$ cat config.mk
export PLATFORM = sky130hd
export DESIGN_NAME = pwr_btn_override
export DESIGN_NICKNAME = d
export VERILOG_FILES = /design/src/rtl/pbo_pkg.sv /design/src/rtl/pbo_tick_cnt.sv /design/src/rtl/pbo_guard.sv /design/src/rtl/pbo_ctrl.sv /design/src/rtl/pwr_btn_override.sv
export SDC_FILE = /design/constraint.sdc
export NUM_CORES = 1
export LEC_CHECK = 0
export CORE_AREA = 2 2 78 80
export CTS_BUF_LIST = sky130_fd_sc_hd__clkbuf_2 sky130_fd_sc_hd__clkbuf_4 sky130_fd_sc_hd__clkbuf_8
export CTS_CLUSTER_SIZE = 30
export DETAILED_ROUTE_END_ITERATION = 10
export DIE_AREA = 0 0 80 82
export PLACE_DENSITY_LB_ADDON = 0.1
export SYNTH_ARGS = -nofsm -noshare
export SYNTH_HDL_FRONTEND = slang
export SYNTH_SLANG_ARGS = --single-unit
$ cat constraint.sdc
create_clock -name clk -period 1.56 [get_ports clk]
set_input_delay 0.312 -clock clk [delete_from_list [all_inputs] [get_ports clk]]
set_output_delay 0.312 -clock clk [all_outputs]
set_load 0.01 [all_outputs]
$ cat src/rtl/pbo_pkg.sv
package pbo_pkg;
  typedef enum logic [1:0] {
    ST_IDLE,
    ST_HOLD,
    ST_STRETCH,
    ST_RELEASE
  } pbo_state_e;

  // bits needed to count 0 .. limit-1
  function automatic int unsigned cnt_bits(input int unsigned limit);
    return (limit < 2) ? 1 : $clog2(limit);
  endfunction
endpackage

$ cat src/rtl/pbo_tick_cnt.sv
module pbo_tick_cnt #(
  parameter int unsigned LIMIT = 4
) (
  input  logic clk,
  input  logic rst_n,
  input  logic clr_i,
  input  logic en_i,
  input  logic tick_i,
  output logic done_o
);
  localparam int unsigned W = pbo_pkg::cnt_bits(LIMIT);
  localparam logic [W-1:0] LAST = W'(LIMIT - 1);

  logic [W-1:0] cnt_q;

  assign done_o = en_i & tick_i & (cnt_q == LAST);

  always_ff @(posedge clk or negedge rst_n) begin
    if (!rst_n)                cnt_q <= '0;
    else if (clr_i)            cnt_q <= '0;
    else if (en_i && tick_i)   cnt_q <= (cnt_q == LAST) ? '0 : cnt_q + 1'b1;
  end
endmodule

$ cat src/rtl/pbo_guard.sv
module pbo_guard #(
  parameter int unsigned LIMIT = 4
) (
  input  logic clk,
  input  logic rst_n,
  input  logic start_i,
  input  logic tick_i,
  output logic ok_o
);
  localparam int unsigned W = pbo_pkg::cnt_bits(LIMIT);
  localparam logic [W-1:0] LAST = W'(LIMIT - 1);

  logic [W-1:0] cnt_q;
  logic         busy_q;

  assign ok_o = ~busy_q;

  always_ff @(posedge clk or negedge rst_n) begin
    if (!rst_n) begin
      busy_q <= 1'b0;
      cnt_q  <= '0;
    end else if (start_i) begin
      busy_q <= 1'b1;
      cnt_q  <= '0;
    end else if (busy_q && tick_i) begin
      if (cnt_q == LAST) busy_q <= 1'b0;
      else               cnt_q  <= cnt_q + 1'b1;
    end
  end
endmodule

$ cat src/rtl/pbo_ctrl.sv
module pbo_ctrl
  import pbo_pkg::*;
(
  input  logic       clk,
  input  logic       rst_n,
  input  logic       btn_i,
  input  logic       btn_rise_i,
  input  logic       legacy_i,
  input  logic       vdd_on_i,
  input  logic       sts_clr_i,
  input  logic       hold_done_i,
  input  logic       stretch_done_i,
  input  logic       guard_ok_i,
  output pbo_state_e state_o,
  output logic       onctl_o,
  output logic       ovr_sts_o,
  output logic       pb_sts_clr_o,
  output logic       sleep_s45_o,
  output logic       ovr_done_o,
  output logic       legacy_off_o,
  output logic       turn_on_o,
  output logic       off_evt_o
);
  pbo_state_e state_q, state_d;
  logic onctl_q, ovr_q, pbclr_q, s45_q;
  logic turn_on, legacy_off, ovr_done;

  always_comb begin
    state_d    = state_q;
    turn_on    = 1'b0;
    legacy_off = 1'b0;
    case (state_q)
      ST_IDLE: begin
        if (btn_rise_i) begin
          if (onctl_q) begin
            if (guard_ok_i) begin
              turn_on = 1'b1;
              state_d = ST_RELEASE;
            end
          end else if (legacy_i && vdd_on_i) begin
            legacy_off = 1'b1;
            state_d    = ST_RELEASE;
          end else begin
            state_d = ST_HOLD;
          end
        end
      end
      ST_HOLD: begin
        if (!btn_i)           state_d = ST_IDLE;
        else if (hold_done_i) state_d = ST_STRETCH;
      end
      ST_STRETCH: begin
        if (stretch_done_i) state_d = ST_RELEASE;
      end
      default: begin
        if (!btn_i) state_d = ST_IDLE;
      end
    endcase
  end

  assign ovr_done = (state_q == ST_STRETCH) & stretch_done_i;

  always_ff @(posedge clk or negedge rst_n) begin
    if (!rst_n) begin
      state_q <= ST_IDLE;
      onctl_q <= 1'b1;
      ovr_q   <= 1'b0;
      pbclr_q <= 1'b0;
      s45_q   <= 1'b0;
    end else begin
      state_q <= state_d;
      pbclr_q <= ovr_done;
      if (ovr_done || legacy_off) onctl_q <= 1'b1;
      else if (turn_on)           onctl_q <= 1'b0;
      if (ovr_done)       ovr_q <= 1'b1;
      else if (sts_clr_i) ovr_q <= 1'b0;
      if (ovr_done)     s45_q <= 1'b1;
      else if (turn_on) s45_q <= 1'b0;
    end
  end

  assign state_o      = state_q;
  assign onctl_o      = onctl_q;
  assign ovr_sts_o    = ovr_q;
  assign pb_sts_clr_o = pbclr_q;
  assign sleep_s45_o  = s45_q;
  assign ovr_done_o   = ovr_done;
  assign legacy_off_o = legacy_off;
  assign turn_on_o    = turn_on;
  assign off_evt_o    = ovr_done | legacy_off;
endmodule

$ cat src/rtl/pwr_btn_override.sv
module pwr_btn_override
  import pbo_pkg::*;
#(
  parameter int unsigned OVR_TICKS     = 3900,
  parameter int unsigned STRETCH_TICKS = 200,
  parameter int unsigned GUARD_TICKS   = 1000
) (
  input  logic clk,
  input  logic rst_n,
  input  logic tick_i,
  input  logic btn_i,
  input  logic legacy_i,
  input  logic vdd_on_i,
  input  logic sts_clr_i,
  output logic onctl_o,
  output logic pwbtout_o,
  output logic ovr_sts_o,
  output logic pb_sts_clr_o,
  output logic sleep_s45_o
);
  pbo_state_e state_w;
  logic btn_q, btn_rise_w;
  logic hold_done_w, stretch_done_w, guard_ok_w;
  logic ovr_done_w, legacy_off_w, turn_on_w, off_evt_w;
  logic stretch_w, hold_w;

  always_ff @(posedge clk or negedge rst_n) begin
    if (!rst_n) btn_q <= 1'b0;
    else        btn_q <= btn_i;
  end

  assign btn_rise_w = btn_i & ~btn_q;
  assign hold_w     = (state_w == ST_HOLD);
  assign stretch_w  = (state_w == ST_STRETCH);

  pbo_tick_cnt #(.LIMIT(OVR_TICKS)) u_hold (
    .clk(clk), .rst_n(rst_n), .clr_i(~hold_w), .en_i(hold_w & btn_i),
    .tick_i(tick_i), .done_o(hold_done_w)
  );

  pbo_tick_cnt #(.LIMIT(STRETCH_TICKS)) u_stretch (
    .clk(clk), .rst_n(rst_n), .clr_i(~stretch_w), .en_i(stretch_w),
    .tick_i(tick_i), .done_o(stretch_done_w)
  );

  pbo_guard #(.LIMIT(GUARD_TICKS)) u_guard (
    .clk(clk), .rst_n(rst_n), .start_i(off_evt_w), .tick_i(tick_i),
    .ok_o(guard_ok_w)
  );

  pbo_ctrl u_ctrl (
    .clk(clk), .rst_n(rst_n), .btn_i(btn_i), .btn_rise_i(btn_rise_w),
    .legacy_i(legacy_i), .vdd_on_i(vdd_on_i), .sts_clr_i(sts_clr_i),
    .hold_done_i(hold_done_w), .stretch_done_i(stretch_done_w),
    .guard_ok_i(guard_ok_w), .state_o(state_w), .onctl_o(onctl_o),
    .ovr_sts_o(ovr_sts_o), .pb_sts_clr_o(pb_sts_clr_o),
    .sleep_s45_o(sleep_s45_o), .ovr_done_o(ovr_done_w),
    .legacy_off_o(legacy_off_w), .turn_on_o(turn_on_w), .off_evt_o(off_evt_w)
  );

  assign pwbtout_o = btn_i | stretch_w;
endmodule

## After elaboration in Yosys (flattened, before gate mapping)

Index checks and enable logic that the tools add are counted.

- $add $sub $neg: 3
- Eq/ne operators: 13
- Mux-type cells: 34
- Bitwise gates (word level): 10
- Reduce and logical (&&, ||, !) cells: 14

Operators by type and width:

| cell | number |
|---|---|
| 2-to-1 mux 12 bit | 3 |
| 2-to-1 mux 10 bit | 3 |
| 2-to-1 mux 8 bit | 3 |
| 2-to-1 mux 1 bit | 16 |
| 2-to-1 mux 2 bit | 8 |
| adder 12 x 1 -> 12 bit (second input constant) | 1 |
| equality test 12 bit (second input constant) | 1 |
| adder 10 x 1 -> 10 bit (second input constant) | 1 |
| equality test 10 bit (second input constant) | 1 |
| nonzero test 2 bit | 5 |
| adder 8 x 1 -> 8 bit (second input constant) | 1 |
| equality test 8 bit (second input constant) | 1 |
| bitwise AND 1 bit | 7 |
| != test 2 x 1 -> 1 bit (second input constant) | 3 |
| != test 3 bit (second input constant) | 2 |
| case mux 2 bit (3 select lines) | 1 |
| AND reduction 5 bit | 1 |
| logical AND 1 bit | 4 |
| != test 2 bit (second input constant) | 2 |
| != test 4 x 1 -> 1 bit (second input constant) | 1 |
| AND reduction 2 bit | 2 |
| equality test 2 x 1 -> 1 bit (second input constant) | 1 |
| equality test 2 bit (second input constant) | 1 |
| logical NOT 2 bit | 1 |
| other kinds (3) | 4 |

- Flip-flop bits (word level): 38
- Input port bits: 7
- Output and inout port bits: 5
- Logic and storage cells: 84

## Depth between registers and ports, before layout

- Word-level depth: 8
- Depth in mapped cells: 6
- Depth with buffers taken out: 6

## Modules after synthesis

A second synthesis with hierarchy kept.

- Cell total of the unflattened synthesis: 216
- Area total of the unflattened synthesis: 2144.6 um^2

Modules (own cells, without submodules):

| module | times used | cells each | area each (um^2) | seq. area each (um^2) |
|---|---|---|---|---|
| pbo_tick_cnt (u_hold) | 1 | 68 | 710.7 | 300.3 |
| pbo_guard | 1 | 66 | 634.4 | 275.3 |
| pbo_tick_cnt (u_stretch) | 1 | 44 | 440.4 | 200.2 |
| pbo_ctrl | 1 | 30 | 292.8 | 151.4 |
| pwr_btn_override | 1 | 8 | 66.3 | 25.0 |

## Least setup slack after synthesis

OpenSTA, ideal clock, no wires.

- Path type: register -> register
- Start point: register u_hold.cnt_q[0]
- End point: register u_hold.cnt_q[1]
- Setup time: 0.122 ns
- Arrival time: 1.550 ns
- Data required time: 1.438 ns
- Setup slack: -0.112 ns
- Cell stages (with the launch flop): 5
- Buffers on the path: 0
- Clock period less this slack: 1.672 ns
- Cell sequence: dfrtp_1 ha_1 or4b_1 o31a_1 a32o_1

- Word-level cells in the longest chain between the ends: 4
- Elaborated cells on any way between the ends: 5

RTL lines:

| element | line | source |
|---|---|---|
| from (decl) | pbo_tick_cnt.sv:14 | `logic [W-1:0] cnt_q;` |
| from (signal assigned) | pbo_tick_cnt.sv:21 | `else if (en_i && tick_i) cnt_q <= (cnt_q == LAST) ? '0 : cnt_q + 1'b1;` |
| adder 12 x 1 -> 12 bit or equality test 12 bit (tied branches) | pbo_tick_cnt.sv:21 |  |
| 2-to-1 mux 12 bit * (2 in series) | pbo_tick_cnt.sv:21 |  |
| 2-to-1 mux 12 bit * | pbo_tick_cnt.sv:20 | `else if (clr_i) cnt_q <= '0;` |

Mark *: on every way between the ends. The rest lies on a longest branch, timed or not. The select of a mux whose other input is x is not followed.
A chain may end at the register's enable or synchronous reset.

## Worst setup path in the final report

Ends and elaborated chain as after synthesis.

==> metrics.yaml <==
outcome: "finished with violations"
violations: "setup timing"
synthesis.nets: 220
ys_warn_count: 0
track_usage_pct: 16.3
drt_pass1_iterations: 4
ys_async_sr_fraction_pct: 100
yosys.area_share.simple_pct: 24.4
use_met2_pct: 25.0
muxShareOfSynthArea_pct: 2.09
die_x_microns: 80
vias: 1821
crit_required_ns: 1.74
worst_slew_pin_slew_ns: 0.458
fp.dieArea_sq_um: 6560
clk_pin_slew_ns: 0.08
insertion_delay_ns: 0.29
power_uw: 3180
top_usage_layer: "met2"
place.gp.congestion: 0.790
ios: 12
drive_gt1_share_pct: 36.0
synth_cells: 210
crit_type: "reg -> reg"
grt_overflow: 0
syn2layout_area_growth_pct: 46.8
period_needed_ns: 1.72
start_util_pct: 35.5
final.period_utilization_pct: 110
reg2reg_depth: 5
crit_path_end: "u_hold.cnt_q[1]"
fin_ws_ns: -0.158
clock_sink_count: 38
power_density_nw_per_um2: 1060
rrSetupSlack_ns: -0.16
syn_area_sq_um: 2040
power.leakage_uw: 0.00129
rr_startpoint: "u_hold.cnt_q[0]"
grt_max_degree: 39
drc: 0
ctsRootBufferMaster: "clkbuf_8"
synth_cell_types: 47
syn_avg_cell_area_sq_um: 9.71
drt-total-wl_microns: 4960
rows: 28
synth_flop_cell: "dfrtp_1"
nets: 295
drv_slew: 0
synth_compound_area_share_pct: 15.3
portBuffers: 11
synth-adder-area-share_pct: 1.84
cts_tree: "done"
clock_skew_ns: 0.00629
synth_top_family_by_area: "simple AND/OR/NAND/NOR gates"
detail_route.wl_per_cell_microns: 13.7
htreeDepth: 2
cp-end-kind: "flip-flop"
whs_ns: 0.478
synth_edf_count: 0
rsz0062_at_grt: "true"
dr.first_iter.drc_count: 79
via_per_inst: 5.04
hold_path.class: "in -> reg"
num_antenna_cells: 0
cts_buffer_depth: 2
cp-startpoint: "u_hold.cnt_q[0]"
rr_endpoint: "u_hold.cnt_q[1]"
start_kind: "flip-flop"
irDropWorstVdd_mv: 0.583
antenna_left: 0
core_area_sq_um: 5750
grt_pass1_vias: 1782
fin_util_pct: 52.1
critPathArrivalTime_ns: 1.90
yosysSeqAreaShare_pct: 46.7
finalHoldViolCount: 0
max-cap-violations: 0
path_max_fanout: 3
grt_use_met3_pct: 3.41
ys_seq_elements: 38
finalSetupViolCount: 18
clock.fmax_ghz: 0.582
dpl.hpwl_microns: 3340
die_h_microns: 82
antenna_found_initial: 0
grt_pass1_wl_microns: 8310
numCtsBuffers: 5
synth-xor-area-share_pct: 6.88
relSlewSlack_pct: 69.4
grt.met1_usage_pct: 22.9
## worst max-delay path, stage by stage (launching register included)
cell and delay (ns):
dfrtp_1 0.37, ha_2 0.19, or4b_4 0.44, o31a_1 0.29, buf_6 0.13, a32o_1 0.19
## per-layer routing
layer  vias to the layer above  share of wire (%)
met5                         -                  0
li1                        921                  -
met2                        30                 46
met1                       863                 50
met3                         7                3.1
met4                         0                1.4
## cell usage in the layout, fill, tap and decap left out, drive strengths merged, types with 4 or more instances in the layout
cell,count
a31oi,6
buf,62
nand4,7
dfrtp,37
nand3,13
a21oi,8
clkbuf,9
nand2b,7
xor2,7
inv,6
nor2,18
a2111oi,4
xnor2,9
and3,5
nand2,17
clkdlybuf4s50,6
nor3,4
o21ai,8
## power by group
group,leakage (uW),internal [uW],switching (uW)
clock,0.0000517,374,356
combinational,0.000733,628,574
sequential,0.000509,1120,127
## flip-flops by register name, indices dropped and copies added (netlist names)
signal and cells:
u_hold.cnt_q 12, u_guard.cnt_q 10, u_stretch.cnt_q 8, u_ctrl.state_o 2, btn_q 1, u_ctrl.onctl_o 1, u_ctrl.ovr_sts_o 1, u_ctrl.pb_sts_clr_o 1
u_ctrl.sleep_s45_o 1, u_guard.busy_q 1
## metrics by stage
step	setup WS, ns	cell area (sq um)	cells	TNS, ns
floorplan	-0.0637	2040	210	-0.280
global placement	-0.374	2620	341	-10.31
detailed placement	-0.385	2620	341	-10.42
CTS	-0.174	2830	356	-0.916
global route	-0.228	2990	361	-2.78
finish	-0.158	2990	361	-1.66
## cells by family (layout without fill, tap and decap cells)
kind of cell    after synthesis  count (layout)
simple gates                 92              92
flops                        38              38
fa+ha+maj                     3               3
xor+xnor                     16              16
mux                           4               4
buf+inv                      12              88
compound gates               45              45
## repair_timing
item	in CTS	in global routing
pin swaps	7	17
resized for setup	24	26
endpoints found under the hold margin	37	0
setup buffers	6	4
hold buffers	1	0
gates cloned	0	1
endpoints found under the setup margin	26	26
## how the worst min path moves through the flow
stage | start | endpoint | slack [ns] | depth (start not counted)
floorplan | rst_n | btn_q | 0.02 | 0
global placement | rst_n | u_guard.cnt_q[0] | 0.30 | 2
detailed placement | rst_n | u_guard.cnt_q[0] | 0.30 | 2
CTS | btn_i | btn_q | 0.48 | 2
global route | btn_i | btn_q | 0.49 | 2
finish | btn_i | btn_q | 0.48 | 2
## final cells by class
type / count / area (sq um)
tap: 75 / 93.8
sequential: 38 / 955
fill: 527 / 2750
timing repair buffer: 74 / 617
inverter: 6 / 22.5
clock inverter: 1 / 5.00
multi-input combinational: 160 / 1210
clock buffer: 7 / 90.1
## Yosys cell counts, types with 2 or more instances
| cell type | n | area (sq um) |
|---|---|---|
| and3_1 | 5 | 31.3 |
| mux2i_1 | 2 | 20.0 |
| a32o_1 | 2 | 20.0 |
| buf_4 | 2 | 15.0 |
| a2111oi_0 | 4 | 35.0 |
| o21ai_0 | 7 | 35.0 |
| buf_2 | 4 | 20.0 |
| o311ai_0 | 2 | 17.5 |
| nand2_1 | 16 | 60.1 |
| xor2_1 | 7 | 61.3 |
| mux2_2 | 2 | 22.5 |
| dfrtp_1 | 37 | 926 |
| nand2b_1 | 7 | 43.8 |
| nand3_1 | 13 | 65.1 |
| nor2b_1 | 3 | 18.8 |
| a21o_1 | 3 | 22.5 |
| nor4_1 | 3 | 18.8 |
| a21oi_1 | 8 | 40.0 |
| a22o_1 | 3 | 26.3 |
| ha_1 | 3 | 37.5 |
| nand4_1 | 7 | 43.8 |
| a31oi_1 | 6 | 37.5 |
| inv_1 | 6 | 22.5 |
| or3_1 | 3 | 18.8 |
| nor2_1 | 18 | 67.6 |
| and2_1 | 3 | 18.8 |
| nor3_1 | 4 | 20.0 |
| nand3b_1 | 2 | 15.0 |
| a211oi_1 | 2 | 15.0 |
| xnor2_1 | 9 | 78.8 |
Note: power is estimated with default switching activity, not from simulation.
